[src/rtl/fft_rc_seq_pkg.sv]
package fft_rc_seq_pkg;
  typedef enum logic [2:0] {ST_IDLE, ST_LOAD, ST_COL, ST_ROW, ST_FIN} seq_state_e;
  localparam logic [1:0] PH_IDLE = 2'd0;
  localparam logic [1:0] PH_LOAD = 2'd1;
  localparam logic [1:0] PH_COL  = 2'd2;
  localparam logic [1:0] PH_ROW  = 2'd3;
endpackage

[src/rtl/fft_rc_nest_cnt.sv]
// Two-level counter: inner runs 0..inner_max, outer steps on inner wrap.
// Both wrap to zero together after the final point.
module fft_rc_nest_cnt #(
  parameter int W = 4
) (
  input  logic         clk,
  input  logic         rst_n,
  input  logic         clr,
  input  logic         en,
  input  logic [W-1:0] inner_max,
  input  logic [W-1:0] outer_max,
  output logic [W-1:0] inner,
  output logic [W-1:0] outer,
  output logic         last
);
  always_ff @(posedge clk) begin
    if (!rst_n || clr) begin
      inner <= '0;
      outer <= '0;
    end else if (en) begin
      if (inner == inner_max) begin
        inner <= '0;
        outer <= (outer == outer_max) ? '0 : outer + 1'b1;
      end else begin
        inner <= inner + 1'b1;
      end
    end
  end

  assign last = (inner == inner_max) && (outer == outer_max);

  AST_CNT_HOLD: assert property (@(posedge clk) disable iff (!rst_n)
    (!clr && !en) |=> $stable({inner, outer}));
  AST_CNT_BOUND: assert property (@(posedge clk) disable iff (!rst_n)
    !clr |-> (inner <= inner_max && outer <= outer_max));
endmodule

[src/rtl/fft_rc_seq_fsm.sv]
module fft_rc_seq_fsm
  import fft_rc_seq_pkg::*;
(
  input  logic       clk,
  input  logic       rst_n,
  input  logic       start,
  input  logic       in_valid,
  input  logic       last,
  output seq_state_e state,
  output logic       cnt_en,
  output logic       cnt_clr
);
  seq_state_e nxt;

  always_comb begin
    nxt = state;
    unique case (state)
      ST_IDLE: if (start)            nxt = ST_LOAD;
      ST_LOAD: if (in_valid && last) nxt = ST_COL;
      ST_COL:  if (last)             nxt = ST_ROW;
      ST_ROW:  if (last)             nxt = ST_FIN;
      ST_FIN:                        nxt = ST_IDLE;
      default:                       nxt = ST_IDLE;
    endcase
  end

  always_ff @(posedge clk) begin
    if (!rst_n) state <= ST_IDLE;
    else        state <= nxt;
  end

  always_comb begin
    cnt_en  = (state == ST_COL) || (state == ST_ROW) || (state == ST_LOAD && in_valid);
    cnt_clr = (state == ST_IDLE) || (state == ST_FIN);
  end

  AST_IDLE_HOLD: assert property (@(posedge clk) disable iff (!rst_n)
    (state == ST_IDLE && !start) |=> state == ST_IDLE);
  AST_FIN_AFTER_ROW: assert property (@(posedge clk) disable iff (!rst_n)
    (state == ST_FIN) |-> $past(state) == ST_ROW);
  AST_FIN_SINGLE: assert property (@(posedge clk) disable iff (!rst_n)
    (state == ST_FIN) |=> state == ST_IDLE);
endmodule

[src/rtl/fft_rc_seq_addr.sv]
// Maps the counter position to memory addresses, twiddle indices and strobes.
module fft_rc_seq_addr
  import fft_rc_seq_pkg::*;
#(
  parameter int N1 = 16,
  parameter int N2 = 16,
  localparam int AW  = $clog2(N1 * N2),
  localparam int IBW = $clog2(N1),
  localparam int KBW = $clog2(N2),
  localparam int CW  = (IBW > KBW) ? IBW : KBW
) (
  input  logic           clk,
  input  logic           rst_n,
  input  seq_state_e     state,
  input  logic           in_valid,
  input  logic [CW-1:0]  inner,
  input  logic [CW-1:0]  outer,
  input  logic [CW-1:0]  inner_max,
  output logic [1:0]     phase,
  output logic           rd_en,
  output logic [AW-1:0]  rd_addr,
  output logic           wr_en,
  output logic [AW-1:0]  wr_addr,
  output logic           tw_valid,
  output logic [IBW-1:0] tw_i,
  output logic [KBW-1:0] tw_k,
  output logic           seg_first,
  output logic           seg_last
);
  localparam logic [AW-1:0] N1_A = AW'(N1);
  localparam logic [AW-1:0] N2_A = AW'(N2);

  logic [AW-1:0] in_a, out_a;
  assign in_a  = AW'(inner);
  assign out_a = AW'(outer);

  always_comb begin
    phase     = PH_IDLE;
    rd_en     = 1'b0;
    rd_addr   = '0;
    wr_en     = 1'b0;
    wr_addr   = '0;
    tw_valid  = 1'b0;
    tw_i      = '0;
    tw_k      = '0;
    seg_first = 1'b0;
    seg_last  = 1'b0;
    unique case (state)
      ST_LOAD: begin
        phase   = PH_LOAD;
        wr_en   = in_valid;
        wr_addr = out_a * N2_A + in_a;       // row-major fill
      end
      ST_COL: begin
        phase     = PH_COL;
        rd_en     = 1'b1;
        wr_en     = 1'b1;
        rd_addr   = in_a * N2_A + out_a;     // row i, column c
        wr_addr   = in_a * N2_A + out_a;
        tw_valid  = 1'b1;
        tw_i      = IBW'(inner);
        tw_k      = KBW'(outer);
        seg_first = (inner == '0);
        seg_last  = (inner == inner_max);
      end
      ST_ROW: begin
        phase     = PH_ROW;
        rd_en     = 1'b1;
        wr_en     = 1'b1;
        rd_addr   = out_a * N2_A + in_a;     // row r, position j
        wr_addr   = in_a * N1_A + out_a;     // column-major result
        seg_first = (inner == '0);
        seg_last  = (inner == inner_max);
      end
      default: ;
    endcase
  end

  AST_WR_RANGE: assert property (@(posedge clk) disable iff (!rst_n)
    wr_en |-> (int'(wr_addr) < N1 * N2));
  AST_RD_RANGE: assert property (@(posedge clk) disable iff (!rst_n)
    rd_en |-> (int'(rd_addr) < N1 * N2));
  AST_TW_COL_ONLY: assert property (@(posedge clk) disable iff (!rst_n)
    tw_valid |-> (phase == PH_COL && int'(tw_i) < N1 && int'(tw_k) < N2));
endmodule

[src/rtl/fft_rc_seq.sv]
module fft_rc_seq
  import fft_rc_seq_pkg::*;
#(
  parameter int N1 = 16,
  parameter int N2 = 16,
  localparam int AW  = $clog2(N1 * N2),
  localparam int IBW = $clog2(N1),
  localparam int KBW = $clog2(N2),
  localparam int CW  = (IBW > KBW) ? IBW : KBW
) (
  input  logic           clk,
  input  logic           rst_n,
  input  logic           start,
  input  logic           in_valid,
  output logic           in_ready,
  output logic [1:0]     phase,
  output logic           rd_en,
  output logic [AW-1:0]  rd_addr,
  output logic           wr_en,
  output logic [AW-1:0]  wr_addr,
  output logic           tw_valid,
  output logic [IBW-1:0] tw_i,
  output logic [KBW-1:0] tw_k,
  output logic           seg_first,
  output logic           seg_last,
  output logic           done
);
  localparam logic [CW-1:0] N1_M = CW'(N1 - 1);
  localparam logic [CW-1:0] N2_M = CW'(N2 - 1);

  seq_state_e    state;
  logic          cnt_en, cnt_clr, last;
  logic [CW-1:0] inner, outer, inner_max, outer_max;

  // Column pass runs rows inside columns; load and row pass run the other way.
  always_comb begin
    if (state == ST_COL) begin
      inner_max = N1_M;
      outer_max = N2_M;
    end else begin
      inner_max = N2_M;
      outer_max = N1_M;
    end
  end

  fft_rc_seq_fsm u_fsm (
    .clk(clk), .rst_n(rst_n), .start(start), .in_valid(in_valid), .last(last),
    .state(state), .cnt_en(cnt_en), .cnt_clr(cnt_clr)
  );

  fft_rc_nest_cnt #(.W(CW)) u_cnt (
    .clk(clk), .rst_n(rst_n), .clr(cnt_clr), .en(cnt_en),
    .inner_max(inner_max), .outer_max(outer_max),
    .inner(inner), .outer(outer), .last(last)
  );

  fft_rc_seq_addr #(.N1(N1), .N2(N2)) u_addr (
    .clk(clk), .rst_n(rst_n), .state(state), .in_valid(in_valid),
    .inner(inner), .outer(outer), .inner_max(inner_max),
    .phase(phase), .rd_en(rd_en), .rd_addr(rd_addr), .wr_en(wr_en), .wr_addr(wr_addr),
    .tw_valid(tw_valid), .tw_i(tw_i), .tw_k(tw_k),
    .seg_first(seg_first), .seg_last(seg_last)
  );

  assign in_ready = (state == ST_LOAD);
  assign done     = (state == ST_FIN);

  AST_DONE_PULSE: assert property (@(posedge clk) disable iff (!rst_n)
    done |=> !done);
  AST_LOAD_WRITE: assert property (@(posedge clk) disable iff (!rst_n)
    (in_valid && in_ready) |-> (wr_en && phase == PH_LOAD));
  AST_READY_LOAD_ONLY: assert property (@(posedge clk) disable iff (!rst_n)
    in_ready |-> !rd_en && !tw_valid);
endmodule

[config.mk]
export PLATFORM = sky130hd
export DESIGN_NAME = fft_rc_seq
export DESIGN_NICKNAME = d
export VERILOG_FILES = /design/src/rtl/fft_rc_seq_pkg.sv /design/src/rtl/fft_rc_nest_cnt.sv /design/src/rtl/fft_rc_seq_fsm.sv /design/src/rtl/fft_rc_seq_addr.sv /design/src/rtl/fft_rc_seq.sv
export SDC_FILE = /design/constraint.sdc
export NUM_CORES = 1
export LEC_CHECK = 0
export BUFFER_PORTS_ARGS = -buffer_cell sky130_fd_sc_hd__buf_2
export CAP_MARGIN = 20
export CORE_MARGIN = 4
export CORE_UTILIZATION = 40
export CTS_CLUSTER_SIZE = 24
export DETAILED_ROUTE_END_ITERATION = 16
export PLACE_DENSITY = 0.66
export REMOVE_ABC_BUFFERS = 1
export SYNTH_ARGS = -nofsm -noshare
export SYNTH_HDL_FRONTEND = slang
export SYNTH_HIERARCHICAL = 1
export SYNTH_SLANG_ARGS = --single-unit
[constraint.sdc]
create_clock -name clk -period 2.05 [get_ports clk]
set_clock_uncertainty 0.05 [all_clocks]
set_input_delay 0.1025 -clock clk [delete_from_list [all_inputs] [get_ports clk]]
set_output_delay 0.1025 -clock clk [all_outputs]
set_load 0.02 [all_outputs]
[After elaboration in Yosys (flattened, before gate mapping)]
Index checks and enable logic that the tools add are counted.
Storage, ports and cells
  register bits after elaboration: 11
  logic and storage cells: 47
  output and inout bits: 33
Cells by class
  reduce and logical (&&, ||, !) cells: 13
  mux-type cells: 17
  $add $sub $neg: 4
  equal/unequal tests: 10
Operator list (number)
  $pmux 8 s2: 2
  $add 8x4->8: 2
  $mux 4: 4
  $mux 3: 4
  $pmux 3 s4: 1
  $add 4x1->4 const B: 2
  $eq 4x4->1 const B: 2
  $eq 3x2->1 const B: 2
  $pmux 2 s3: 1
  $logic_not 4->1: 1
  $logic_or 1x1->1: 4
  $mux 1: 4
  $ne 2x1->1 const B: 2
  $ne 2x2->1 const B: 2
  $reduce_and 4->1: 1
  $eq 3x1->1 const B: 1
  $eq 3x3->1 const B: 1
  $logic_and 1x1->1: 3
  $logic_not 3->1: 1
  $pmux 1 s2: 1
  $reduce_and 2->1: 1
  $reduce_or 2->1: 1
  $logic_not 1->1: 1

[Logic depth before layout (Yosys ltp)]
  depth in word-level cells: 5
  gate-level depth with buffers: 6

[By module]
Netlist, hierarchy kept.
By module, submodules not included
  fft_rc_nest_cnt: instances 1, area each 485.5 sq um, cells an instance 55
  fft_rc_seq_addr: instances 1, area each 424.2 sq um, cells an instance 68
  fft_rc_seq_fsm: instances 1, area each 147.6 sq um, cells an instance 16
  fft_rc_seq: instances 1, area each 18.8 sq um, cells an instance 3

[Least setup slack after synthesis]
No wires, ideal clock.
  kind: flip-flop to flip-flop
  from: register u_cnt.inner[0]
  to: register u_fsm.state[0]
  period minus slack after synthesis: 1508 ps
  slack: 542 ps
  cell stages (with the launch flop): 6
  data required time: 1921 ps
  data arrival time: 1379 ps
  path through: dfxtp_1 -> xnor2_1 -> nand4_2 -> nor2_1 -> mux2i_1 -> a211oi_2
On the way
  word-level cells in the longest chain between the ends: 5
Ends and longest elaborated chain
  start, declared: line fft_rc_nest_cnt.sv:12  | output logic [W-1:0] inner,
  start signal, assigned: line fft_rc_nest_cnt.sv:25  | inner <= inner + 1'b1;
  $eq 4x4->1 *: line fft_rc_nest_cnt.sv:30  | assign last = (inner == inner_max) && (outer == outer_max);
  $logic_and 1x1->1 *: line fft_rc_nest_cnt.sv:30
  net last: line fft_rc_seq.sv:32  | logic cnt_en, cnt_clr, last;
  $logic_and 1x1->1: line fft_rc_seq_fsm.sv:19  | ST_LOAD: if (in_valid && last) nxt = ST_COL;
  $ne 2x1->1 (no line)
  $reduce_and 4->1 (no line) *
  end signal, assigned: line fft_rc_seq_fsm.sv:29  | else state <= nxt;
  end, declared: line fft_rc_seq_fsm.sv:9  | output seq_state_e state,
Mark *: on every way through the listed nets, which the timed path passes. The rest lies on a longest branch.
A chain may end at the register's enable or synchronous reset.

[Worst setup path after layout]
Same ends and word-level chain as after synthesis.

==> impl_results.md <==
- Net switching power: between 100 and 150 uW
- Max cap viols: 0
- Hold Path Class: primary input to flip-flop
- Final Hold Vio Count: 0
- Die X: 59.9 um
- Post-CTS Hold Buffers: 0
- Post-synthesis cell type count: 35
- H-tree depth: 1
- Multi-input gate area: ~840 um2
- CTS tree: done
- Pin count of the biggest net entering global routing: 20
- Cts repair resizes: 0
- Total Wirelength: between 2 and 3 mm
- Count of yosys warnings during synthesis: 6
- Startpoint Class: flip-flop
- Worst EP arrival: 1.95 ns
- FF/Latch Area: 220 um2
- Delay-heaviest family, CP: flip-flops
- Final period utilization: between 80% and 90%
- Vias in the first global route: 1,021
- Synth Register Bits: 11
- Dpl cells: between 200 and 250
- Critical Path Start: u_cnt/inner[0]
- Pwr dens: 323 nW/um2
- Worst hold start: rst_n
- Area Growth Syn to Fin: 27.0%
- Total gr overflow: 0
- Top-count cell post-synth: nor2_1
- Total Routing Usage GR: between 15 and 20%
- # DRC: 0
- Post-Syn Area: 1080 um2
- Clk network pwr share: between 30 and 40%
- Status: completed
- Layout Nets: approximately 200
- Share of cells above drive strength 1: ~27%
- Via count: between 1,000 and 1,500
- Global-route wire length before repair: approximately 4.5 mm
- Clk sinks: 11
- Critical path capture point type: flip-flop
- Die Area: roughly 3600 um2
- Postcts setup bufs: 0
- Antenna violations before repair: 0
- Final core utilization: 54.2%
- Filler Cell Count: 261
- Iter 0 DRT Violations: 100
- CP Cell Sequence: xnor2_1, nand4_2, nor2_1, mux2i_1, a211oi_2
- Synth cell count leaders: nor2_1 (14), nand2_1 (13), a21oi_1 (12), xnor2_1 (12), dfxtp_1 (11)
- Wire per inst: around 13 um
- Clk buf depth: 2
- Final Max Slew Viols: 0
- Final setup fails: 0
- Avg Synthesized Cell Area: between 7 and 8 um2
- Clk slew on worst S/H paths: 0.07 ns
- Antenna viol nets, final: 0
- Worst-path maximum fanout: 11
- HPWL Detailed: 2.09 mm
- Switching Share: between 20% and 30%
- GP Congestion: roughly 0.85
- Finished Layout Cells: about 220
- Antenna cells: 0
- Sequential area share after synthesis: between 20% and 30%
- CP bufs+invs: 0
- Comb power frac: 17.2%
- Starting Density: 42.7%
- Worst path max stage delay: around 0.57 ns
- Clk_lat worst skew: between 0.2 and 0.3 ns
- Peak supply drop: roughly 0.34 mV
- Setup TNS Final: 0 ns
- EDFF count, synth: 0
- Vias per inst: slightly above 5
- Clock root cell: clkbuf_4
- Synth area leaders: dfxtp_1 (20%), xnor2_1 (9.8%), mux2i_1 (9.3%)
- Sequential share of power: around half
- Placed Area: 1340 um2
- Design Area, Final: 1370 um2
- Final hold slack: 0.109 ns
- Core area: ~2500 um2
- Cell Rows: 18
- Async set-reset flop share out of synthesis: 0%
- Synth Instances: about 140
- Pleak: 0.627 nW
- Period minus WS final: between 1.5 and 2 ns
- Num CTS Buffers: 3
- Main synth FF type: dfxtp_1
- RR Startpoint: u_cnt/inner[0]
- Synth area leader: dfxtp_1
- Port buffer count: 36
- Worst EP required: about 2.2 ns
- Synth top area share: approximately 20%
- Die Height: roughly 60 um
- Int Power: ~320 uW
- WS Path Type: flip-flop to flip-flop
- Peak Freq: around 550 MHz
- Tot Pwr: around 440 uW
- IO Pins: 37
- First-pass DRT Iterations: 4
- Post-place setup slack: around 0.27 ns
- RSZ-0062 raised after global routing: false
- Final worst slack: roughly 0.25 ns
- Slowest cell on crit path: dfxtp_1
cells by family (layout without fill, tap and decap cells):
family | Yosys count | after routing | share of synthesized area, %
AO/OA/AOI/OAI | 21 | 21 | 12.1
XOR/XNOR | 15 | 15 | 12.2
adder cells (fa/ha/maj) | 2 | 2 | 2.33
buffers and inverters | 12 | 51 | 5.46
flip-flops | 11 | 11 | 20.5
multiplexers | 10 | 10 | 9.30
other | 1 | 12 | 0.349
AND/OR/NAND/NOR | 70 | 70 | 37.8
sequential cells by signal, summed over array words and instances (netlist names):
register,count
u_cnt/outer,4
u_fsm/state,3
u_cnt/inner,4
worst register-to-register path: cells and delay by family, from the launching register on:
family                    cells  cell delay [ns]
muxes                         1             0.16
xor gates and xnor gates      1             0.21
and+or+nand+nor               2             0.52
AOI/OAI and AO/OA             1             0.22
DFF                           1             0.57
power by group through the flow:
stage,clock [mW],combinational (mW),sequential (mW)
floorplan,0,0.0484,0.231
detailed placement,0,0.0737,0.225
finish,0.145,0.0758,0.220
global placement,0,0.0726,0.225
CTS,0.154,0.0750,0.220
global route,0.169,0.0829,0.221
final timing paths:
check / slack [ns] / to / cells after the start
max: 0.25 / u_fsm/state[0] / 5
min reg2reg: 0.53 / u_fsm/state[0] / 2
max reg2reg: 0.25 / u_fsm/state[0] / 5
min: 0.11 / u_fsm/state[0] / 3
final cells by class:
| cell class | count | area share (%) |
|---|---|---|
| inverter | 5 | 1.37 |
| tap | 30 | 2.75 |
| clock buffer | 4 | 1.92 |
| timing repair buffer | 42 | 16.5 |
| multi-input combinational | 130 | 61.4 |
| sequential | 11 | 16.1 |
layer usage:
metal  wire, um  share of wire [%]  global-route usage, %
met1       1310                 45                   19.9
met2       1330                 46                   27.8
met3        240                8.3                   3.02
met4         16               0.55                   7.91
met5          0                  0                      0
placed cells by master (no fill, tap or decap), drive strengths merged, types with 2 or more instances in the layout:
| master | netlist | layout |
|---|---|---|
| ha | 2 | 2 |
| or3 | 2 | 2 |
| xor2 | 3 | 3 |
| nand2b | 3 | 3 |
| xnor2 | 12 | 12 |
| buf | 6 | 42 |
| nor3b | 2 | 2 |
| o21ai | 2 | 2 |
| nand3b | 8 | 8 |
| nand3 | 4 | 4 |
| nor2b | 2 | 2 |
| nand2 | 13 | 13 |
| nand4 | 4 | 4 |
| and2 | 8 | 8 |
| inv | 5 | 5 |
| nor3 | 5 | 5 |
| a211oi | 3 | 3 |
| dfxtp | 11 | 11 |
| clkbuf | 1 | 4 |
| o22ai | 2 | 2 |
| mux2i | 10 | 10 |
| a21oi | 12 | 12 |
| conb | 1 | 12 |
| nand4b | 2 | 2 |
| nor2 | 15 | 15 |
No activity file was read; power rests on OpenSTA's default activity.
